<file path="src/rtl/tagged_tlb_pkg.sv">
// Shared encodings for the tagged TLB: page size codes, invalidate
// commands and the offset-width helper. Assumes sizes no larger than 512MB.
package tagged_tlb_pkg;

    typedef enum logic [2:0] {
        PG_4K   = 3'd0,
        PG_16K  = 3'd1,
        PG_64K  = 3'd2,
        PG_2M   = 3'd3,
        PG_512M = 3'd4
    } pg_size_e;

    typedef enum logic [1:0] {
        INV_NONE = 2'd0,
        INV_ALL  = 2'd1,
        INV_ASID = 2'd2,
        INV_VMID = 2'd3
    } inv_cmd_e;

    // Number of page-offset bits for a (normalised) size code.
    function automatic int unsigned page_shift(input logic [2:0] sz);
        case (pg_size_e'(sz))
            PG_16K:  return 14;
            PG_64K:  return 16;
            PG_2M:   return 21;
            PG_512M: return 29;
            default: return 12;
        endcase
    endfunction

    // Map reserved size codes onto the smallest page.
    function automatic logic [2:0] norm_size(input logic [2:0] sz);
        return (sz > 3'd4) ? 3'd0 : sz;
    endfunction

endpackage

</file>
<file path="src/rtl/tlb_match_array.sv">
// Entry storage and per-entry comparators. Every entry compares the lookup
// key (hit vector) and the fill key (duplicate vector) in parallel.
// Assumes wr_size is already normalised and PA_W >= 29.
module tlb_match_array
    import tagged_tlb_pkg::*;
#(
    parameter int N      = 8,
    parameter int VA_W   = 48,
    parameter int PA_W   = 40,
    parameter int ASID_W = 16,
    parameter int VMID_W = 16,
    parameter int ATTR_W = 8,
    parameter int RG_W   = 2,
    localparam int IDX_W = (N > 1) ? $clog2(N) : 1
) (
    input  logic              clk,
    input  logic              rst_n,
    input  logic              wr_en,
    input  logic [IDX_W-1:0]  wr_idx,
    input  logic [VA_W-1:0]   wr_va,
    input  logic [PA_W-1:0]   wr_pa,
    input  logic [2:0]        wr_size,
    input  logic              wr_global,
    input  logic [ASID_W-1:0] wr_asid,
    input  logic [VMID_W-1:0] wr_vmid,
    input  logic [RG_W-1:0]   wr_regime,
    input  logic [ATTR_W-1:0] wr_attr,
    input  logic [1:0]        inv_cmd,
    input  logic [ASID_W-1:0] inv_asid,
    input  logic [VMID_W-1:0] inv_vmid,
    input  logic [VA_W-1:0]   lk_va,
    input  logic [ASID_W-1:0] lk_asid,
    input  logic [VMID_W-1:0] lk_vmid,
    input  logic [RG_W-1:0]   lk_regime,
    input  logic [IDX_W-1:0]  rd_idx,
    output logic [N-1:0]      hit_vec,
    output logic [N-1:0]      dup_vec,
    output logic [N-1:0]      valid_vec,
    output logic [PA_W-1:0]   rd_pa,
    output logic [ATTR_W-1:0] rd_attr,
    output logic [2:0]        rd_size
);

    function automatic logic [VA_W-1:0] va_hi(input logic [2:0] sz);
        return {VA_W{1'b1}} << page_shift(sz);
    endfunction

    function automatic logic [PA_W-1:0] pa_hi(input logic [2:0] sz);
        return {PA_W{1'b1}} << page_shift(sz);
    endfunction

    logic [VA_W-1:0]   e_va     [N];
    logic [PA_W-1:0]   e_pa     [N];
    logic [2:0]        e_size   [N];
    logic              e_global [N];
    logic [ASID_W-1:0] e_asid   [N];
    logic [VMID_W-1:0] e_vmid   [N];
    logic [RG_W-1:0]   e_regime [N];
    logic [ATTR_W-1:0] e_attr   [N];
    logic [N-1:0]      e_vld;

    assign valid_vec = e_vld;

    for (genvar i = 0; i < N; i++) begin : g_entry
        logic inv_hit;

        // Decide whether this cycle's invalidate command removes the entry.
        always_comb begin
            case (inv_cmd_e'(inv_cmd))
                INV_ALL:  inv_hit = 1'b1;
                INV_ASID: inv_hit = !e_global[i] && (e_asid[i] == inv_asid);
                INV_VMID: inv_hit = (e_vmid[i] == inv_vmid);
                default:  inv_hit = 1'b0;
            endcase
        end

        // Valid bit: cleared by reset or invalidate, set by a fill (fill wins).
        always_ff @(posedge clk) begin
            if (!rst_n) begin
                e_vld[i] <= 1'b0;
            end else begin
                if (inv_hit) e_vld[i] <= 1'b0;
                if (wr_en && (wr_idx == IDX_W'(i))) e_vld[i] <= 1'b1;
            end
        end

        // Payload: written on fill, page-aligned; no reset since valid guards it.
        always_ff @(posedge clk) begin
            if (wr_en && (wr_idx == IDX_W'(i))) begin
                e_va[i]     <= wr_va & va_hi(wr_size);
                e_pa[i]     <= wr_pa & pa_hi(wr_size);
                e_size[i]   <= wr_size;
                e_global[i] <= wr_global;
                e_asid[i]   <= wr_asid;
                e_vmid[i]   <= wr_vmid;
                e_regime[i] <= wr_regime;
                e_attr[i]   <= wr_attr;
            end
        end

        // Lookup compare: page bits under this entry's size plus context tags.
        always_comb begin
            hit_vec[i] = e_vld[i]
                && (((lk_va ^ e_va[i]) & va_hi(e_size[i])) == '0)
                && (e_regime[i] == lk_regime)
                && (e_vmid[i] == lk_vmid)
                && (e_global[i] || (e_asid[i] == lk_asid));
        end

        // Fill compare: same page, size and context means overwrite in place.
        always_comb begin
            dup_vec[i] = e_vld[i]
                && (e_size[i] == wr_size)
                && (((wr_va ^ e_va[i]) & va_hi(wr_size)) == '0)
                && (e_regime[i] == wr_regime)
                && (e_vmid[i] == wr_vmid)
                && (e_global[i] == wr_global)
                && (wr_global || (e_asid[i] == wr_asid));
        end
    end

    // Read mux for the selected hit entry.
    always_comb begin
        rd_pa   = e_pa[rd_idx];
        rd_attr = e_attr[rd_idx];
        rd_size = e_size[rd_idx];
    end

endmodule

</file>
<file path="src/rtl/tlb_hit_select.sv">
// Lowest-index priority select over the hit vector, with multi-hit flag.
module tlb_hit_select #(
    parameter int N = 8,
    localparam int IDX_W = (N > 1) ? $clog2(N) : 1
) (
    input  logic [N-1:0]     hit_vec,
    output logic [IDX_W-1:0] sel_idx,
    output logic             any_hit,
    output logic             multi_hit
);

    // Scan downward so the lowest hitting index is the last assignment.
    always_comb begin
        sel_idx = '0;
        for (int i = N - 1; i >= 0; i--) begin
            if (hit_vec[i]) sel_idx = IDX_W'(i);
        end
    end

    // Any hit, and more than one bit set (clearing the lowest leaves some).
    always_comb begin
        any_hit   = |hit_vec;
        multi_hit = |(hit_vec & (hit_vec - N'(1)));
    end

endmodule

</file>
<file path="src/rtl/tlb_victim_pick.sv">
// Fill target choice: duplicate entry, else lowest invalid, else the
// round-robin pointer, which moves only when it is consumed.
module tlb_victim_pick #(
    parameter int N = 8,
    localparam int IDX_W = (N > 1) ? $clog2(N) : 1
) (
    input  logic             clk,
    input  logic             rst_n,
    input  logic             fill_en,
    input  logic [N-1:0]     valid_vec,
    input  logic [N-1:0]     dup_vec,
    output logic [IDX_W-1:0] wr_idx
);

    logic [IDX_W-1:0] rr_ptr;
    logic [IDX_W-1:0] dup_idx;
    logic [IDX_W-1:0] free_idx;
    logic             use_rr;

    // Lowest duplicate and lowest free slot.
    always_comb begin
        dup_idx  = '0;
        free_idx = '0;
        for (int i = N - 1; i >= 0; i--) begin
            if (dup_vec[i])    dup_idx  = IDX_W'(i);
            if (!valid_vec[i]) free_idx = IDX_W'(i);
        end
    end

    // Target priority: duplicate, free, then round-robin.
    always_comb begin
        use_rr = !(|dup_vec) && (&valid_vec);
        if (|dup_vec)        wr_idx = dup_idx;
        else if (!use_rr)    wr_idx = free_idx;
        else                 wr_idx = rr_ptr;
    end

    // Pointer advances, wrapping, only on a round-robin replacement.
    always_ff @(posedge clk) begin
        if (!rst_n) begin
            rr_ptr <= '0;
        end else if (fill_en && use_rr) begin
            rr_ptr <= (rr_ptr == IDX_W'(N - 1)) ? '0 : rr_ptr + 1'b1;
        end
    end

endmodule

</file>
<file path="src/rtl/tagged_tlb.sv">
// Top of the tagged multi-size TLB: parallel compare, lowest-index select,
// PA merge, and a registered response plus miss request one cycle later.
// Assumes PA_W <= VA_W and PA_W covers the largest page offset (29 bits).
module tagged_tlb
    import tagged_tlb_pkg::*;
#(
    parameter int N      = 8,
    parameter int VA_W   = 48,
    parameter int PA_W   = 40,
    parameter int ASID_W = 16,
    parameter int VMID_W = 16,
    parameter int ATTR_W = 8,
    parameter int RG_W   = 2
) (
    input  logic              clk,
    input  logic              rst_n,
    input  logic              lk_valid,
    input  logic [VA_W-1:0]   lk_va,
    input  logic [ASID_W-1:0] lk_asid,
    input  logic [VMID_W-1:0] lk_vmid,
    input  logic [RG_W-1:0]   lk_regime,
    input  logic              fill_valid,
    input  logic [VA_W-1:0]   fill_va,
    input  logic [PA_W-1:0]   fill_pa,
    input  logic [2:0]        fill_size,
    input  logic              fill_global,
    input  logic [ASID_W-1:0] fill_asid,
    input  logic [VMID_W-1:0] fill_vmid,
    input  logic [RG_W-1:0]   fill_regime,
    input  logic [ATTR_W-1:0] fill_attr,
    input  logic [1:0]        inv_cmd,
    input  logic [ASID_W-1:0] inv_asid,
    input  logic [VMID_W-1:0] inv_vmid,
    output logic              rsp_valid,
    output logic              rsp_hit,
    output logic              rsp_multi,
    output logic [PA_W-1:0]   rsp_pa,
    output logic [ATTR_W-1:0] rsp_attr,
    output logic              miss_valid,
    output logic [VA_W-1:0]   miss_va,
    output logic [ASID_W-1:0] miss_asid,
    output logic [VMID_W-1:0] miss_vmid,
    output logic [RG_W-1:0]   miss_regime
);

    localparam int IDX_W = (N > 1) ? $clog2(N) : 1;

    logic [2:0]        fill_sz_n;
    logic [N-1:0]      hit_vec;
    logic [N-1:0]      dup_vec;
    logic [N-1:0]      valid_vec;
    logic [IDX_W-1:0]  sel_idx;
    logic [IDX_W-1:0]  wr_idx;
    logic              any_hit;
    logic              multi_hit;
    logic [PA_W-1:0]   sel_pa;
    logic [ATTR_W-1:0] sel_attr;
    logic [2:0]        sel_size;
    logic [PA_W-1:0]   off_mask;
    logic [PA_W-1:0]   hit_pa;

    assign fill_sz_n = norm_size(fill_size);

    tlb_match_array #(
        .N(N), .VA_W(VA_W), .PA_W(PA_W), .ASID_W(ASID_W),
        .VMID_W(VMID_W), .ATTR_W(ATTR_W), .RG_W(RG_W)
    ) u_array (
        .clk       (clk),
        .rst_n     (rst_n),
        .wr_en     (fill_valid),
        .wr_idx    (wr_idx),
        .wr_va     (fill_va),
        .wr_pa     (fill_pa),
        .wr_size   (fill_sz_n),
        .wr_global (fill_global),
        .wr_asid   (fill_asid),
        .wr_vmid   (fill_vmid),
        .wr_regime (fill_regime),
        .wr_attr   (fill_attr),
        .inv_cmd   (inv_cmd),
        .inv_asid  (inv_asid),
        .inv_vmid  (inv_vmid),
        .lk_va     (lk_va),
        .lk_asid   (lk_asid),
        .lk_vmid   (lk_vmid),
        .lk_regime (lk_regime),
        .rd_idx    (sel_idx),
        .hit_vec   (hit_vec),
        .dup_vec   (dup_vec),
        .valid_vec (valid_vec),
        .rd_pa     (sel_pa),
        .rd_attr   (sel_attr),
        .rd_size   (sel_size)
    );

    tlb_hit_select #(.N(N)) u_select (
        .hit_vec   (hit_vec),
        .sel_idx   (sel_idx),
        .any_hit   (any_hit),
        .multi_hit (multi_hit)
    );

    tlb_victim_pick #(.N(N)) u_victim (
        .clk       (clk),
        .rst_n     (rst_n),
        .fill_en   (fill_valid),
        .valid_vec (valid_vec),
        .dup_vec   (dup_vec),
        .wr_idx    (wr_idx)
    );

    // Merge page bits from the entry with offset bits from the request.
    always_comb begin
        off_mask = ~({PA_W{1'b1}} << page_shift(sel_size));
        hit_pa   = (sel_pa & ~off_mask) | (lk_va[PA_W-1:0] & off_mask);
    end

    // Register the response and the miss request one cycle after lookup.
    always_ff @(posedge clk) begin
        if (!rst_n) begin
            rsp_valid   <= 1'b0;
            rsp_hit     <= 1'b0;
            rsp_multi   <= 1'b0;
            rsp_pa      <= '0;
            rsp_attr    <= '0;
            miss_valid  <= 1'b0;
            miss_va     <= '0;
            miss_asid   <= '0;
            miss_vmid   <= '0;
            miss_regime <= '0;
        end else begin
            rsp_valid  <= lk_valid;
            rsp_hit    <= lk_valid && any_hit;
            rsp_multi  <= lk_valid && multi_hit;
            rsp_pa     <= (lk_valid && any_hit) ? hit_pa : '0;
            rsp_attr   <= (lk_valid && any_hit) ? sel_attr : '0;
            miss_valid <= lk_valid && !any_hit;
            if (lk_valid) begin
                miss_va     <= lk_va;
                miss_asid   <= lk_asid;
                miss_vmid   <= lk_vmid;
                miss_regime <= lk_regime;
            end
        end
    end

endmodule

</file>
<file path="config.mk">
export PLATFORM = sky130hd
export DESIGN_NAME = tagged_tlb
export DESIGN_NICKNAME = d
export VERILOG_FILES = /design/src/rtl/tagged_tlb_pkg.sv /design/src/rtl/tlb_match_array.sv /design/src/rtl/tlb_hit_select.sv /design/src/rtl/tlb_victim_pick.sv /design/src/rtl/tagged_tlb.sv
export SDC_FILE = /design/constraint.sdc
export NUM_CORES = 2
export LEC_CHECK = 0
export BUFFER_PORTS_ARGS = -buffer_cell sky130_fd_sc_hd__buf_2
export CAP_MARGIN = 40
export CORE_MARGIN = 8
export CORE_UTILIZATION = 56
export DETAILED_ROUTE_END_ITERATION = 6
export HOLD_SLACK_MARGIN = 0.03
export MAX_ROUTING_LAYER = met4
export PLACE_DENSITY = 0.72
export REMOVE_ABC_BUFFERS = 1
export SLEW_MARGIN = 20
export SYNTH_ARGS = -nofsm -noshare
export SYNTH_HDL_FRONTEND = slang
export SYNTH_SLANG_ARGS = --single-unit
</file>
<file path="constraint.sdc">
create_clock -name clk -period 35.2 [get_ports clk]
set_input_delay 3.52 -clock clk [delete_from_list [all_inputs] [get_ports clk]]
set_output_delay 3.52 -clock clk [all_outputs]
set_load 0.01 [all_outputs]
</file>
* Word level (Yosys, flattened, before mapping)
Memories as Yosys holds them, arrays and structs flattened. A register that Yosys moved wholly into a read port is not among the register bits.
Cells that the tools add are included.
** Word-level totals
- Bits in registers :: 137
- Bits in writable memories :: 1072
- Input port bits :: 254
- Output and inout bits :: 134
- Logic and storage cells :: 708
- Memories kept :: 8
** Cells by class
- Add/subtract/negate cells :: 2
- Magnitude comparators :: 1
- Equal/unequal tests :: 131
- Shift operators :: 26
- Multiplexer cells :: 254
- Bitwise operators :: 54
- Reductions and logical operators :: 214
** Memories
- u_array.e_va :: words 8, width 48, read ports 8, clocked after memory_dff 0, write ports 1, RTL line tlb_match_array.sv:52 : logic [VA_W-1:0] e_va [N];
- u_array.e_pa :: words 8, width 40, read ports 1, clocked after memory_dff 0, write ports 1, RTL line tlb_match_array.sv:53 : logic [PA_W-1:0] e_pa [N];
- u_array.e_asid :: words 8, width 16, read ports 8, clocked after memory_dff 0, write ports 1, RTL line tlb_match_array.sv:56 : logic [ASID_W-1:0] e_asid [N];
- u_array.e_vmid :: words 8, width 16, read ports 8, clocked after memory_dff 0, write ports 1, RTL line tlb_match_array.sv:57 : logic [VMID_W-1:0] e_vmid [N];
- u_array.e_attr :: words 8, width 8, read ports 1, clocked after memory_dff 1, write ports 1, RTL line tlb_match_array.sv:59 : logic [ATTR_W-1:0] e_attr [N];
- u_array.e_size :: words 8, width 3, read ports 9, clocked after memory_dff 0, write ports 1, RTL line tlb_match_array.sv:54 : logic [2:0] e_size [N];
- 2 more memories
** Operator list (count)
- 48-bit bitwise AND :: 24
- 16-bit == test :: 48
- 48-bit zero test :: 16
- 48-bit XOR :: 16
- 48-bit by 5-bit left shift with 48-bit output, first input constant :: 9
- 40-bit bitwise AND :: 10
- 48-bit by 32-bit left shift with 48-bit output, first input constant :: 8
- 40-bit by 32-bit left shift with 40-bit output, first input constant :: 9
- 48-bit 2-to-1 mux :: 7
- 48-bit OR reduction :: 7
- 40-bit 2-to-1 mux :: 7
- 40-bit OR reduction :: 7
- 3-bit 2-to-1 mux :: 91
- 32-bit 2-to-1 mux :: 8
- 16-bit 2-to-1 mux :: 14
- 16-bit OR reduction :: 14
- 5-bit one-hot mux with 4 select lines :: 10
- 1-bit logical AND :: 101
- 1-bit 2-to-1 mux :: 95
- 40-bit inverter :: 2
- 8-bit OR reduction :: 10
- 3-bit by 2-bit == test with 1-bit output, second input constant :: 22
- 8-bit 2-to-1 mux :: 7
- 3-bit == test, second input constant :: 15
- other kinds (22) :: 125

* Longest topological paths before layout
- Depth after elaboration :: 33
- Gate-level depth with buffers :: 17
- Mapped depth without buffers :: 14

* Hierarchy
Synthesis repeated with hierarchy kept, for this count alone.
** Second synthesis, totals
- Cell total of the unflattened synthesis :: 3938
- Area total of the unflattened synthesis :: 54860.1 sq um
** By module, submodules not included
- tlb_match_array :: instances 1, cells an instance 3446, area each 49668.9 sq um, sequential area each 29468.3 sq um
- tagged_tlb :: instances 1, cells an instance 424, area each 4699.5 sq um, sequential area each 2682.6 sq um
- tlb_victim_pick :: instances 1, cells an instance 46, area each 344.1 sq um, sequential area each 60.1 sq um
- tlb_hit_select :: instances 1, cells an instance 22, area each 147.6 sq um, sequential area each 0.0 sq um

* Worst setup path after synthesis
No wires, ideal clock.
- Kind :: input to register
- Start :: in fill_va[32]
- End :: mem u_array.e_asid[0][0] (enable)
- Library setup time :: 0.716 ns
- Arrival :: 13.411 ns
- Required time :: 34.484 ns
- Slack :: 21.073 ns
- Stages :: 11
- Path buffers :: 1
- Path through :: clkbuf_1 xor2_1 nor4_1 nand4_1 or4_1 or4_1 o2111a_1 and2_1 nand2_1 o21ai_0 nor3_1
** Between the ends
- Cells in the longest elaborated chain, start to end :: 29
- Elaborated cells between the ends (all ways) :: 130
- Classes of those cells :: 7 x eq/ne; 40 x mux; 16 x bitwise; 67 x reduce/logical
** Ends and longest elaborated chain
- start, declared :: RTL line tagged_tlb.sv:23 : input logic [VA_W-1:0] fill_va,
- 48-bit XOR :: RTL line tlb_match_array.sv:114 : && (((wr_va ^ e_va[i]) & va_hi(wr_size)) == '0)
- 48-bit bitwise AND :: RTL line tlb_match_array.sv:114
- 48-bit zero test :: RTL line tlb_match_array.sv:114
- 1-bit logical AND :: RTL line tlb_match_array.sv:114
- 1-bit logical AND :: RTL line tlb_match_array.sv:115 : && (e_regime[i] == wr_regime)
- 1-bit logical AND :: RTL line tlb_match_array.sv:116 : && (e_vmid[i] == wr_vmid)
- 1-bit logical AND :: RTL line tlb_match_array.sv:117 : && (e_global[i] == wr_global)
- 1-bit logical AND :: RTL line tlb_match_array.sv:118 : && (wr_global || (e_asid[i] == wr_asid));
- 3-bit 2-to-1 mux (8 in a row) :: RTL line tlb_victim_pick.sv:25 : if (dup_vec[i]) dup_idx = IDX_W'(i);
- 3-bit 2-to-1 mux (*) :: RTL line tlb_victim_pick.sv:33 : if (|dup_vec) wr_idx = dup_idx;
- 3-bit by 1-bit == test with 1-bit output :: RTL line tlb_match_array.sv:89 : if (wr_en && (wr_idx == IDX_W'(i))) begin
- 1-bit logical AND :: RTL line tlb_match_array.sv:89
- 1-bit 2-to-1 mux :: RTL line tlb_match_array.sv:89
- 1-bit 2-to-1 mux (not written as such) :: RTL line tlb_match_array.sv:94 : e_asid[i] <= wr_asid;
- 16-bit OR reduction (no source line)
- 3-bit 2-to-1 mux (no source line) / 1-bit 2-to-1 mux (equally long branches) (7 in a row)
- end, declared :: RTL line tlb_match_array.sv:56
Every way passes the cells marked *; elsewhere a longest branch is shown, timed or not.

* Worst setup path after layout
- Start :: in fill_va[40]
- End :: mem u_array.e_pa[1][24] (enable)
** Between the ends
- Cells in the longest elaborated chain, start to end :: 29
- Elaborated cells between the ends (all ways) :: 130
- Classes of those cells :: 7 x eq/ne; 40 x mux; 16 x bitwise; 67 x reduce/logical
** Ends and longest elaborated chain
- 48-bit XOR :: RTL line tlb_match_array.sv:114
- 48-bit bitwise AND :: RTL line tlb_match_array.sv:114
- 48-bit zero test :: RTL line tlb_match_array.sv:114
- 1-bit logical AND :: RTL line tlb_match_array.sv:114
- 1-bit logical AND :: RTL line tlb_match_array.sv:115
- 1-bit logical AND :: RTL line tlb_match_array.sv:116
- 1-bit logical AND :: RTL line tlb_match_array.sv:117
- 1-bit logical AND :: RTL line tlb_match_array.sv:118
- 3-bit 2-to-1 mux (8 in a row) :: RTL line tlb_victim_pick.sv:25
- 3-bit 2-to-1 mux (*) :: RTL line tlb_victim_pick.sv:33
- 3-bit by 1-bit == test with 1-bit output :: RTL line tlb_match_array.sv:89
- 1-bit logical AND :: RTL line tlb_match_array.sv:89
- 1-bit 2-to-1 mux :: RTL line tlb_match_array.sv:89
- 1-bit 2-to-1 mux (not written as such) :: RTL line tlb_match_array.sv:91 : e_pa[i] <= wr_pa & pa_hi(wr_size);
- 40-bit OR reduction (no source line)
- 3-bit 2-to-1 mux (no source line) / 1-bit 2-to-1 mux (equally long branches) (7 in a row)
- end, declared :: RTL line tlb_match_array.sv:53
Marked as above.

==> impl_metrics.py <==
metrics = {
    "global_routing": {
        "grt.met2_usage_pct": 53.7,
        "grt_use_total_pct": 35.4,
        "first_global_vias": 36300,
        "use_met3_pct": 8.21,
        "overflow": 0,
        "grt_pass1_wl_mm": 259,
        "grt_max_degree": 73,
        "top_usage_layer": "met2",
        "met1_usage_pct": 44.6,
        "antenna_found_initial": 16,
    },
    "logic_synthesis": {
        "synth_top_cell_by_area": "edfxtp_1",
        "syn-instance-count": 4196,
        "synthMuxAreaShare_pct": 3.54,
        "yosys-top-cells-count": "880 x edfxtp_1, 762 x xnor2_1, 600 x xor2_1, 235 x nand4_1, 191 x nor4_1",
        "synth.distinct_cells": 83,
        "async_flop_share_pct": 0,
        "synth_top_flop_cell": "edfxtp_1",
        "yosys.cell_count.top_type": "edfxtp_1",
        "ys_ff_latch": 1025,
        "yosysWarnings": 0,
        "ys_seq_area_share_pct": 55.7,
        "synth_compound_area_share_pct": 4.91,
        "yosys.area_share.simple_pct": 10.6,
        "synthAdderAreaFrac_pct": 0.0475,
        "netlist_area_um2": 52700,
        "synth.top_cell.area_share_pct": 50.1,
        "synth_top_family_by_area": "XOR/XNOR gates",
        "synth_edf_count": 880,
        "avgSynthCellArea_um2": 12.6,
        "synthXorXnorAreaFrac_pct": 22.7,
        "synth.area.top_cells": "edfxtp_1 50%, xnor2_1 13%, xor2_1 10%, dfxtp_1 5.5%, mux2i_1 3.2%",
    },
    "floorplan": {
        "start_util_pct": 56.5,
        "die_area_um2": 104000,
        "boundaryPins": 388,
        "die_h_um": 323,
        "dieWidth_um": 323,
        "coreArea_um2": 93300,
        "row_count": 112,
    },
    "routing": {
        "viasPerCell": 6.40,
        "num_vias": 37500,
        "drc": 0,
        "dr.first_iter.drc_count": 4983,
        "routed_wl_mm": 185,
        "wl_per_cell_um": 31.6,
        "first_pass_iters": 6,
        "ant_nets": 0,
    },
    "clocking": {
        "cts_tree": "done",
        "root_buffer": "clkbuf_16",
        "clock_latency_ns": 0.72,
        "postCtsHoldBufs": 0,
        "cts_resized": 0,
        "cts_buffers": 107,
        "h-tree-depth": 3,
        "cts_setup_buffers": 0,
        "clkTransAtPathRegs_ns": 0.06,
        "clockBufferDepth": 3,
        "numClockSinks": 1025,
    },
    "worst_setup_path": {
        "rr_endpoint": "u_array.e_pa[1][24]",
        "crit_start": "fill_va[40]",
        "r2r_start": "u_array.e_va[0][47]",
        "endpoint_kind": "flip-flop",
        "ff2ff_path_depth": 13,
        "path_max_fanout": 46,
        "worst-setup-path-type": "in -> reg",
        "start_kind": "input pin",
        "critPathRequiredTime_ns": 35.52,
        "endpoint": "u_array.e_pa[1][24]",
        "regToRegSetupSlack_ns": 29.64,
        "worstPathArrival_ns": 8.66,
    },
    "layout": {
        "post-route-util_pct": 63.8,
        "area_delta_synth_final_pct": 13.0,
        "layout-drive-gt1-share_pct": 14.3,
        "fillers": 7265,
        "fin_area_um2": 59500,
        "nets": 4754,
    },
    "sta": {
        "fin_tns_setup_ns": 0,
        "min_period_ns": 8.34,
        "hold_viol": 0,
        "max_slew.worst_pin.slew_ns": 0.897,
        "min_period_over_period_pct": 23.7,
        "maxSlewViolCount": 0,
        "clock_skew_ns": 0.0289,
        "setup_viol": 0,
        "timing.fmax_mhz": 120,
        "rsz0062_at_grt": "false",
        "relSlewSlack_pct": 40.2,
    },
    "hold_path": {
        "hp-class": "reg -> reg",
    },
    "flow_run": {
        "drv_cap": 0,
    },
    "placement": {
        "port_buffers": 363,
        "place_hpwl_mm": 122,
        "gp_congestion": 1.01,
        "placed_cell_area_um2": 55800,
    },
    "run_status": {
        "status": "finished clean",
    },
    "power_and_ir_drop": {
        "ir_drop_mv": 0.0408,
        "power.density_nw_per_um2": 47.6,
        "p_leak_nw": 20.3,
    },
}
==> power breakdown <==
| group | switching, W | internal [W] |
|---|---|---|
| clock | 0.000492 | 0.000702 |
| sequential | 0.0000167 | 0.00135 |
| combinational | 0.000185 | 0.0000912 |
==> state kept, by name (all words and copies together), names as in the netlist <==
name / count
u_victim.rr_ptr: 3
miss_asid: 16
u_array.e_regime: 16
rsp_attr: 8
u_array.e_global: 8
u_array.e_asid: 128
u_array.e_vmid: 128
rsp_valid: 1
rsp_hit: 1
u_array.e_attr: 64
miss_vmid: 16
miss_va: 48
rsp_pa: 40
miss_valid: 1
u_array.e_size: 24
rsp_multi: 1
miss_regime: 2
u_array.e_pa: 224
u_array.e_va: 288
u_array.valid_vec: 8
==> critical path: stages <==
cell and delay, ns:
buf_2 0.07, buf_4 0.35, xor2_1 0.12, nor4_1 0.54
nand4_1 0.48, or4_1 0.55, or4_1 0.46, o2111a_1 0.30
nand4_1 0.10, a21o_1 0.13, and3_1 0.18, nor2_1 0.11
nor3_2 0.31, buf_4 0.57, buf_4 0.75
==> area by class of cell <==
type / count / area, µm² / share of cell area [%]
flip-flops and latches: 1025 / 29300 / 49.3
multi-input cells: 2862 / 22100 / 37.1
clock buffers: 161 / 3170 / 5.32
repair buffers: 448 / 2680 / 4.50
well taps: 1254 / 1570 / 2.64
clock inverters: 42 / 515 / 0.866
inverters: 54 / 203 / 0.340
diodes: 6 / 15.0 / 0.0252
==> layout by cell type (no fill, tap or decap), types with 12 or more instances in the layout <==
master	Yosys	final
buf_4	14	65
xor2_1	600	600
and3_1	28	28
a21oi_1	93	93
o21ai_0	30	30
o221ai_1	12	12
clkinv_1	1	12
nand4_1	235	235
nor3_1	55	47
mux2_2	14	14
nand2b_1	26	26
inv_1	51	51
nor2b_1	132	132
nor2_1	62	62
buf_2	77	367
nand3_1	55	54
clkinv_2	0	13
edfxtp_1	880	880
mux2i_1	167	167
a211oi_1	90	90
clkbuf_8	0	18
xnor2_1	762	762
clkbuf_16	0	112
dfxtp_1	145	145
clkbuf_1	140	31
a32oi_1	13	13
nor4_1	191	188
nand2_1	60	59
and2_1	46	46
a31oi_1	24	24
==> through the flow <==
| stage | hold WS (ns) | setup WS, ns | std cells | power (W) |
|---|---|---|---|---|
| after floorplan | 0.512 | 20.72 | 3941 | 0.00151 |
| after global placement | 0.490 | 26.09 | 5620 | 0.00165 |
| after detailed placement | 0.495 | 26.23 | 5640 | 0.00166 |
| after CTS | 0.513 | 26.94 | 5843 | 0.00283 |
| after global routing | 0.535 | 26.68 | 5852 | 0.00290 |
| final | 0.507 | 26.86 | 5852 | 0.00283 |
==> kinds of logic (layout without fill, tap and decap cells) <==
kind of cell,count (synthesis),in the layout
buffers and inverters,309,705
adder cells (fa/ha/maj),2,2
XOR/XNOR,1363,1363
flip-flops,1025,1025
other,0,6
AND/OR/NAND/NOR,943,943
AO/OA/AOI/OAI,370,370
multiplexers,184,184
==> worst min-delay path by stage <==
stage	start	slack, ns	cells past startpoint	end
3_3_place_gp	miss_va[20]	0.49	2	miss_va[20]
3_5_place_dp	miss_vmid[9]	0.49	2	miss_vmid[9]
5_1_grt	miss_asid[0]	0.54	2	miss_asid[0]
4_1_cts	miss_vmid[9]	0.51	2	miss_vmid[9]
6_report	miss_va[21]	0.51	2	miss_va[21]
2_1_floorplan	u_victim.rr_ptr[1]	0.51	2	u_victim.rr_ptr[1]
==> per-layer routing <==
metal / part of all wire [%] / wire (µm) / up-vias
met5: 0 / 0 / -
li1: - / - / 15900
met4: 6.2 / 11500 / 0
met2: 45 / 83000 / 2539
met1: 38 / 69500 / 18400
met3: 11 / 20700 / 611
Power figures use the tool's default switching activity.
